**src/rtl/di_pkg.sv**
```systemverilog
package di_pkg;

    // Issue-control state machine.
    typedef enum logic [0:0] {
        ST_ISSUE = 1'b0,
        ST_HOLD  = 1'b1
    } di_state_e;

    // Stage code meaning "operand not used".
    localparam logic [1:0] STG_NONE = 2'd0;

    // Cycles from issue until a result of stage code stg can be consumed,
    // measured from the cycle after issue.
    function automatic logic [1:0] stg_wait(input logic [1:0] stg);
        return (stg == STG_NONE) ? 2'd0 : stg - 2'd1;
    endfunction

endpackage

```
**src/rtl/di_cost.sv**
```systemverilog
// Number of issue cycles a descriptor occupies pipeline 0 for.
module di_cost #(
    parameter int LW  = 5,
    parameter int SHW = 5,
    parameter int CW  = 4
) (
    input  logic           pcld,
    input  logic [LW-1:0]  ldm_n,
    input  logic [SHW-1:0] shamt,
    output logic [CW-1:0]  cycles
);
    logic [CW-1:0] base;
    logic          extra;

    always_comb begin
        if (ldm_n != '0)
            base = CW'(1) + CW'(ldm_n >> 1);
        else if (pcld)
            base = CW'(2);
        else
            base = CW'(1);
        extra  = (shamt != '0) && (shamt != SHW'(2));
        cycles = base + CW'(extra);
    end
endmodule

```
**src/rtl/di_scoreboard.sv**
```systemverilog
// Per-register countdown to the cycle a pending result becomes usable.
module di_scoreboard
    import di_pkg::*;
#(
    parameter int NREG = 16,
    parameter int NQ   = 4,
    localparam int RW  = $clog2(NREG)
) (
    input  logic            clk,
    input  logic            rst_n,
    input  logic            flush,
    input  logic            set_a,
    input  logic [NREG-1:0] a_dmask,
    input  logic [1:0]      a_dstg,
    input  logic            set_b,
    input  logic [NREG-1:0] b_dmask,
    input  logic [1:0]      b_dstg,
    input  logic [RW-1:0]   q_idx [NQ],
    input  logic [1:0]      q_stg [NQ],
    output logic [NQ-1:0]   q_ok
);
    logic [1:0]      sb_q [NREG];
    logic [NREG-1:0] pend;

    for (genvar r = 0; r < NREG; r++) begin : g_reg
        always_ff @(posedge clk or negedge rst_n) begin
            if (!rst_n)
                sb_q[r] <= 2'd0;
            else if (flush)
                sb_q[r] <= 2'd0;
            else if (set_b && b_dmask[r])
                sb_q[r] <= stg_wait(b_dstg);
            else if (set_a && a_dmask[r])
                sb_q[r] <= stg_wait(a_dstg);
            else if (sb_q[r] != 2'd0)
                sb_q[r] <= sb_q[r] - 2'd1;
        end
        assign pend[r] = (sb_q[r] != 2'd0);

        // Countdown never exceeds the longest produce stage.
        assert_sb_range_R3: assert property (@(posedge clk) disable iff (!rst_n)
            sb_q[r] != 2'd3);
    end

    for (genvar q = 0; q < NQ; q++) begin : g_query
        assign q_ok[q] = (q_stg[q] == STG_NONE) || (sb_q[q_idx[q]] < q_stg[q]);
    end

    assert_flush_clears_R11: assert property (@(posedge clk) disable iff (!rst_n)
        flush |=> (pend == '0));

endmodule

```
**src/rtl/dual_issue_ctl.sv**
```systemverilog
module dual_issue_ctl
    import di_pkg::*;
#(
    parameter int NREG = 16,
    parameter int SHW  = 5,
    localparam int RW  = $clog2(NREG),
    localparam int LW  = $clog2(NREG + 1),
    localparam int CW  = $clog2(NREG / 2 + 3)
) (
    input  logic            clk,
    input  logic            rst_n,
    input  logic            flush,
    input  logic            a_vld,
    input  logic [RW-1:0]   a_src0,
    input  logic [1:0]      a_stg0,
    input  logic [RW-1:0]   a_src1,
    input  logic [1:0]      a_stg1,
    input  logic [NREG-1:0] a_dmask,
    input  logic [1:0]      a_dstg,
    input  logic            a_ls,
    input  logic            a_pcld,
    input  logic [LW-1:0]   a_ldm,
    input  logic [SHW-1:0]  a_shamt,
    input  logic            b_vld,
    input  logic [RW-1:0]   b_src0,
    input  logic [1:0]      b_stg0,
    input  logic [RW-1:0]   b_src1,
    input  logic [1:0]      b_stg1,
    input  logic [NREG-1:0] b_dmask,
    input  logic [1:0]      b_dstg,
    input  logic            b_ls,
    input  logic            b_pcld,
    input  logic [LW-1:0]   b_ldm,
    input  logic [SHW-1:0]  b_shamt,
    output logic            take_old,
    output logic            take_young,
    output logic            old_pipe,
    output logic            stall,
    output logic            hold
);
    localparam int NSLOT = 2;
    localparam int NQ    = 2 * NSLOT;

    di_state_e     st_q, st_d;
    logic [CW-1:0] rem_q, rem_d;

    // ---- per-slot cycle cost ----
    logic          pcld_v [NSLOT];
    logic [LW-1:0] ldm_v  [NSLOT];
    logic [SHW-1:0] sh_v  [NSLOT];
    logic [CW-1:0] cyc_v  [NSLOT];

    assign pcld_v[0] = a_pcld;
    assign pcld_v[1] = b_pcld;
    assign ldm_v[0]  = a_ldm;
    assign ldm_v[1]  = b_ldm;
    assign sh_v[0]   = a_shamt;
    assign sh_v[1]   = b_shamt;

    for (genvar g = 0; g < NSLOT; g++) begin : g_cost
        di_cost #(.LW(LW), .SHW(SHW), .CW(CW)) u_cost (
            .pcld  (pcld_v[g]),
            .ldm_n (ldm_v[g]),
            .shamt (sh_v[g]),
            .cycles(cyc_v[g])
        );
    end

    logic a_multi, b_multi;
    assign a_multi = (cyc_v[0] != CW'(1));
    assign b_multi = (cyc_v[1] != CW'(1));

    // ---- scoreboard operand checks ----
    logic [RW-1:0] q_idx [NQ];
    logic [1:0]    q_stg [NQ];
    logic [NQ-1:0] q_ok;

    assign q_idx[0] = a_src0;
    assign q_idx[1] = a_src1;
    assign q_idx[2] = b_src0;
    assign q_idx[3] = b_src1;
    assign q_stg[0] = a_stg0;
    assign q_stg[1] = a_stg1;
    assign q_stg[2] = b_stg0;
    assign q_stg[3] = b_stg1;

    di_scoreboard #(.NREG(NREG), .NQ(NQ)) u_sb (
        .clk    (clk),
        .rst_n  (rst_n),
        .flush  (flush),
        .set_a  (take_old),
        .a_dmask(a_dmask),
        .a_dstg (a_dstg),
        .set_b  (take_young),
        .b_dmask(b_dmask),
        .b_dstg (b_dstg),
        .q_idx  (q_idx),
        .q_stg  (q_stg),
        .q_ok   (q_ok)
    );

    logic a_rdy, b_rdy;
    assign a_rdy = q_ok[0] && q_ok[1];
    assign b_rdy = q_ok[2] && q_ok[3];

    // ---- same-cycle hazard of B on A's results ----
    logic pair_haz;
    always_comb begin
        pair_haz = 1'b0;
        if (b_stg0 != STG_NONE && a_dmask[b_src0] && b_stg0 <= a_dstg)
            pair_haz = 1'b1;
        if (b_stg1 != STG_NONE && a_dmask[b_src1] && b_stg1 <= a_dstg)
            pair_haz = 1'b1;
    end

    logic can_pair;
    assign can_pair = b_vld && b_rdy && !b_multi && !pair_haz && !(a_ls && b_ls);

    // ---- state register ----
    always_ff @(posedge clk or negedge rst_n) begin
        if (!rst_n) begin
            st_q  <= ST_ISSUE;
            rem_q <= '0;
        end else begin
            st_q  <= st_d;
            rem_q <= rem_d;
        end
    end

    // ---- next state and outputs ----
    always_comb begin
        st_d       = st_q;
        rem_d      = rem_q;
        take_old   = 1'b0;
        take_young = 1'b0;
        old_pipe   = 1'b0;
        stall      = 1'b0;
        if (flush) begin
            st_d  = ST_ISSUE;
            rem_d = '0;
        end else begin
            unique case (st_q)
                ST_ISSUE: begin
                    if (a_vld && a_rdy) begin
                        take_old = 1'b1;
                        if (a_multi) begin
                            st_d  = ST_HOLD;
                            rem_d = cyc_v[0] - CW'(1);
                        end else begin
                            take_young = can_pair;
                        end
                    end else begin
                        stall = a_vld;
                    end
                end
                ST_HOLD: begin
                    if (rem_q == CW'(1)) begin
                        st_d  = ST_ISSUE;
                        rem_d = '0;
                        if (a_vld && a_rdy && !a_multi && !a_ls) begin
                            take_old = 1'b1;
                            old_pipe = 1'b1;
                        end
                    end else begin
                        rem_d = rem_q - CW'(1);
                    end
                end
                default: begin
                    st_d  = ST_ISSUE;
                    rem_d = '0;
                end
            endcase
        end
    end

    assign hold = (st_q == ST_HOLD);

    // ---- assertions ----
    assert_in_order_R10: assert property (@(posedge clk) disable iff (!rst_n)
        take_young |-> take_old);

    assert_one_ls_R5: assert property (@(posedge clk) disable iff (!rst_n)
        take_young |-> !(a_ls && b_ls));

    assert_pipe1_alone_R9: assert property (@(posedge clk) disable iff (!rst_n)
        (take_old && old_pipe) |-> (!take_young && !a_ls && hold));

    assert_multi_alone_R12: assert property (@(posedge clk) disable iff (!rst_n)
        (take_old && a_multi) |-> !take_young);

    assert_multi_enters_hold_R6: assert property (@(posedge clk) disable iff (!rst_n)
        (take_old && a_multi && !hold && !flush) |=> hold);

    assert_flush_quiet_R11: assert property (@(posedge clk) disable iff (!rst_n)
        flush |-> (!take_old && !take_young));

    assert_pair_timing_R2: assert property (@(posedge clk) disable iff (!rst_n)
        (take_young && b_stg0 != STG_NONE && a_dmask[b_src0]) |-> (b_stg0 > a_dstg));

endmodule

```
**config.mk**
```make
export PLATFORM = sky130hd
export DESIGN_NAME = dual_issue_ctl
export DESIGN_NICKNAME = d
export VERILOG_FILES = /design/src/rtl/di_pkg.sv /design/src/rtl/di_cost.sv /design/src/rtl/di_scoreboard.sv /design/src/rtl/dual_issue_ctl.sv
export SDC_FILE = /design/constraint.sdc
export NUM_CORES = 1
export LEC_CHECK = 0
export BUFFER_PORTS_ARGS = -buffer_cell sky130_fd_sc_hd__buf_2
export CAP_MARGIN = 20
export CORE_MARGIN = 10
export CORE_UTILIZATION = 60
export DETAILED_ROUTE_END_ITERATION = 10
export GPL_TIMING_DRIVEN = 1
export PLACE_DENSITY = 0.83
export SYNTH_ARGS = -nofsm -noshare
export SYNTH_HDL_FRONTEND = slang
export SYNTH_SLANG_ARGS = --single-unit
```
**constraint.sdc**
```tcl
create_clock -name clk -period 6.4 [get_ports clk]
set_clock_uncertainty 0.2 [all_clocks]
set_input_delay 0.64 -clock clk [delete_from_list [all_inputs] [get_ports clk]]
set_output_delay 0.64 -clock clk [all_outputs]
set_load 0.005 [all_outputs]
```
==> flow_summary.yaml <==
run_status:
  outcome: "finished, final reports clean"
floorplan:
  io-pin-count: 94
  die_w_um: 111
  coreArea_um2: 8180
  initial_utilization: 0.613
  fp-row-count: 33
  die_h_um: 111
  die-area_um2: 12400
synthesis:
  syn-num-nets: 656
  ys_warn_count: 0
  yosys.area.top_type_share: 0.185
  async_flop_share: 1.00
  ys.flop_type: "dfrtp_1"
  yosysUniqueCellTypes: 60
  seq_area_frac_synth: 0.185
  synth_edf_count: 0
  synthCells: 533
  yosys.area.top_type: "dfrtp_1"
  synth_area_um2: 5010
  synthTopCellsByArea: "dfrtp_1 (18%), mux2i_1 (17%), mux4_2 (15%), ha_1 (8.5%), nor2_1 (4.7%)"
  synth.ff_latch_count: 37
  avgSynthCellArea_um2: 9.40
setup_path:
  path_delay_family: "simple AND/OR/NAND/NOR gates"
  path_cells: "buf_2 -> mux4_2 -> mux4_2 -> ha_1 -> o22a_1 -> nand2_1 -> o2111ai_1 -> and4b_1 -> buf_4 -> and3_1 -> and3_1 -> buf_2"
  r2r-start: "u_sb.sb_q[9]$_DFFE_PN0P_"
  worstPathRequired_ns: 5.56
  crit_fanout: 18
  crit_slowest_cell: "and3_1"
  slowest_delay_ns: 0.62
  crit_type: "in -> out"
  start_kind: "primary input"
  critPathCaptureType: "primary output"
  rr_endpoint: "u_sb.sb_q[19]$_DFFE_PN0P_"
  r2r_slack_ns: 2.01
  path_buf_inv: 3
  worstRegToRegCells: 12
  arrival_ns: 4.23
finish:
  antennaDiodeCount: 0
  area_delta_synth_final_pct: 11.7
  drive_above_1_share: 0.263
  fin_nets: 730
  fillCellCount: 631
  multi_input_area_um2: 3750
  register_area_um2: 926
worst_hold_path:
  min_path_type: "in -> async"
job:
  cap_violations: 0
route:
  drtAntennaViolNets: 0
  drcViolationCount: 0
  wl_per_cell_um: 20.8
  drtIter0Drc: 458
  dr_total_vias: 4599
  firstDrtPassIters: 5
  via_per_inst: 6.45
  wl_um: 14800
global_routing:
  antenna_found_initial: 0
  globalRouteOverflowTotal: 0
  grt_usage: 0.228
  grt_pass1_wl_um: 23700
  grt_max_degree: 58
  grt_pass1_vias: 4840
clocking:
  cts_tree: "done"
  cts_buffers: 5
  cts.path.max_buffers: 2
  clkSinkCount: 37
  path_clk_slew_ns: 0.07
  post_cts_buffers: 0
  cts-resized-gates: 0
  clk-insertion-delay-late_ns: 0.30
  cts_root_buf: "clkbuf_8"
  cts-htree-levels: 2
  cts_hold_buf: 0
timing:
  worst_slack_ns: 1.33
  fmax_mhz: 197
  rsz0062_at_grt: "false"
  min_period_ns: 5.07
  hold_violations: 0
  timing.final.crit_share: 0.792
  hold_slack_ns: 0.263
  setup_violations: 0
  tns_ns: 0
  drv_slew: 0
  slew_headroom: 0.417
  worst_slew_pin_slew_ns: 0.874
power:
  leakagePower_nw: 2.85
  powerDensity_nw_per_um2: 313
  irDropWorstVdd_mv: 0.251
place:
  port_buffers: 91
  globalplace.congestion: 0.944
  dpl_worst_slack_ns: 1.37
  dpl.hpwl_um: 11600
[layer usage]
layer	up-vias	GRT usage	routed length (um)
met1	2190	0.272	5790
met5	-	0	0
met3	56	0.0494	1300
met2	233	0.380	6950
met4	0	0.117	766
li1	2120	-	-
[how the worst max path moves through the flow]
stage                   start          to  slack [ns]  cells past startpoint
finish              a_src0[0]  take_young        1.33                     12
global route        a_src1[0]  take_young        1.17                     12
CTS                 a_src1[0]  take_young        1.37                     12
floorplan           a_src1[0]    old_pipe        2.03                     13
global placement    a_src1[0]  take_young        1.41                     12
detailed placement  a_src1[0]  take_young        1.37                     12
[registers in the layout, summed over array words and instances (netlist names)]
| register | count |
|---|---|
| u_sb.sb_q | 32 |
| rem_q | 4 |
| hold | 1 |
[cells in the final DEF (no fill, tap or decap), types with 4 or more instances in the layout]
cell and instances:
nand3b_1 5, clkbuf_8 6, buf_2 91, nor3_1 6, inv_1 47, nand2b_1 4
nand3_1 16, and3_1 4, o21ai_0 11, nand3_2 9, nor2_1 63, ha_1 34
a21oi_1 21, xor2_1 17, nand2_1 12, nand4b_1 16, mux4_2 33, nor2b_1 10
xnor2_1 6, o22ai_1 5, mux2i_1 85, mux2_2 9, or4_1 5, buf_4 6
dfrtp_1 37
[area by class of cell]
type                    count  area share
clock inverters             1     0.00536
clock buffers               7      0.0154
repair buffers             97      0.0894
inverters                  47      0.0315
multi-input cells         419       0.669
flip-flops and latches     37       0.165
well taps                 105      0.0235
[kinds of logic (layout without fill, tap and decap cells)]
kind of cell    Yosys count  count (layout)  share of synthesized area
compound gates           66              66                     0.0879
xor+xnor                 24              24                     0.0449
fa+ha+maj                34              34                     0.0849
buf+inv                  77             152                     0.0674
flops                    37              37                      0.185
mux                     127             127                      0.338
simple gates            168             168                      0.192
[power breakdown]
part / total, mW / switching (mW) / internal [mW] / leakage (nW)
Clock: 0.213 / 0.0857 / 0.127 / 0.0585
Sequential: 0.509 / 0.181 / 0.328 / 0.491
Combinational: 1.03 / 0.516 / 0.516 / 2.30
[cell usage after synthesis (all sizes together) (3+ instances only)]
cell type / n
a21oi: 21
and3: 4
buf: 15
clkbuf: 15
dfrtp: 37
ha: 34
inv: 47
mux2: 9
mux2i: 85
mux4: 33
nand2: 12
nand2b: 4
nand3: 25
nand3b: 5
nand4b: 16
nor2: 63
nor2b: 10
nor3: 6
nor3b: 3
nor4: 3
nor4b: 3
o21ai: 11
o22ai: 5
or4: 5
xnor2: 6
xor2: 17
[through the flow]
stage	cells	util	cell area, um^2	total power [mW]
3_3_place_gp	705	0.670	5480	1.43
2_1_floorplan	533	-	5010	1.24
3_5_place_dp	705	0.670	5480	1.51
5_1_grt	713	0.685	5600	1.90
4_1_cts	713	0.685	5600	1.74
6_report	713	0.685	5600	1.75
Note: power is estimated with default switching activity, not from simulation.
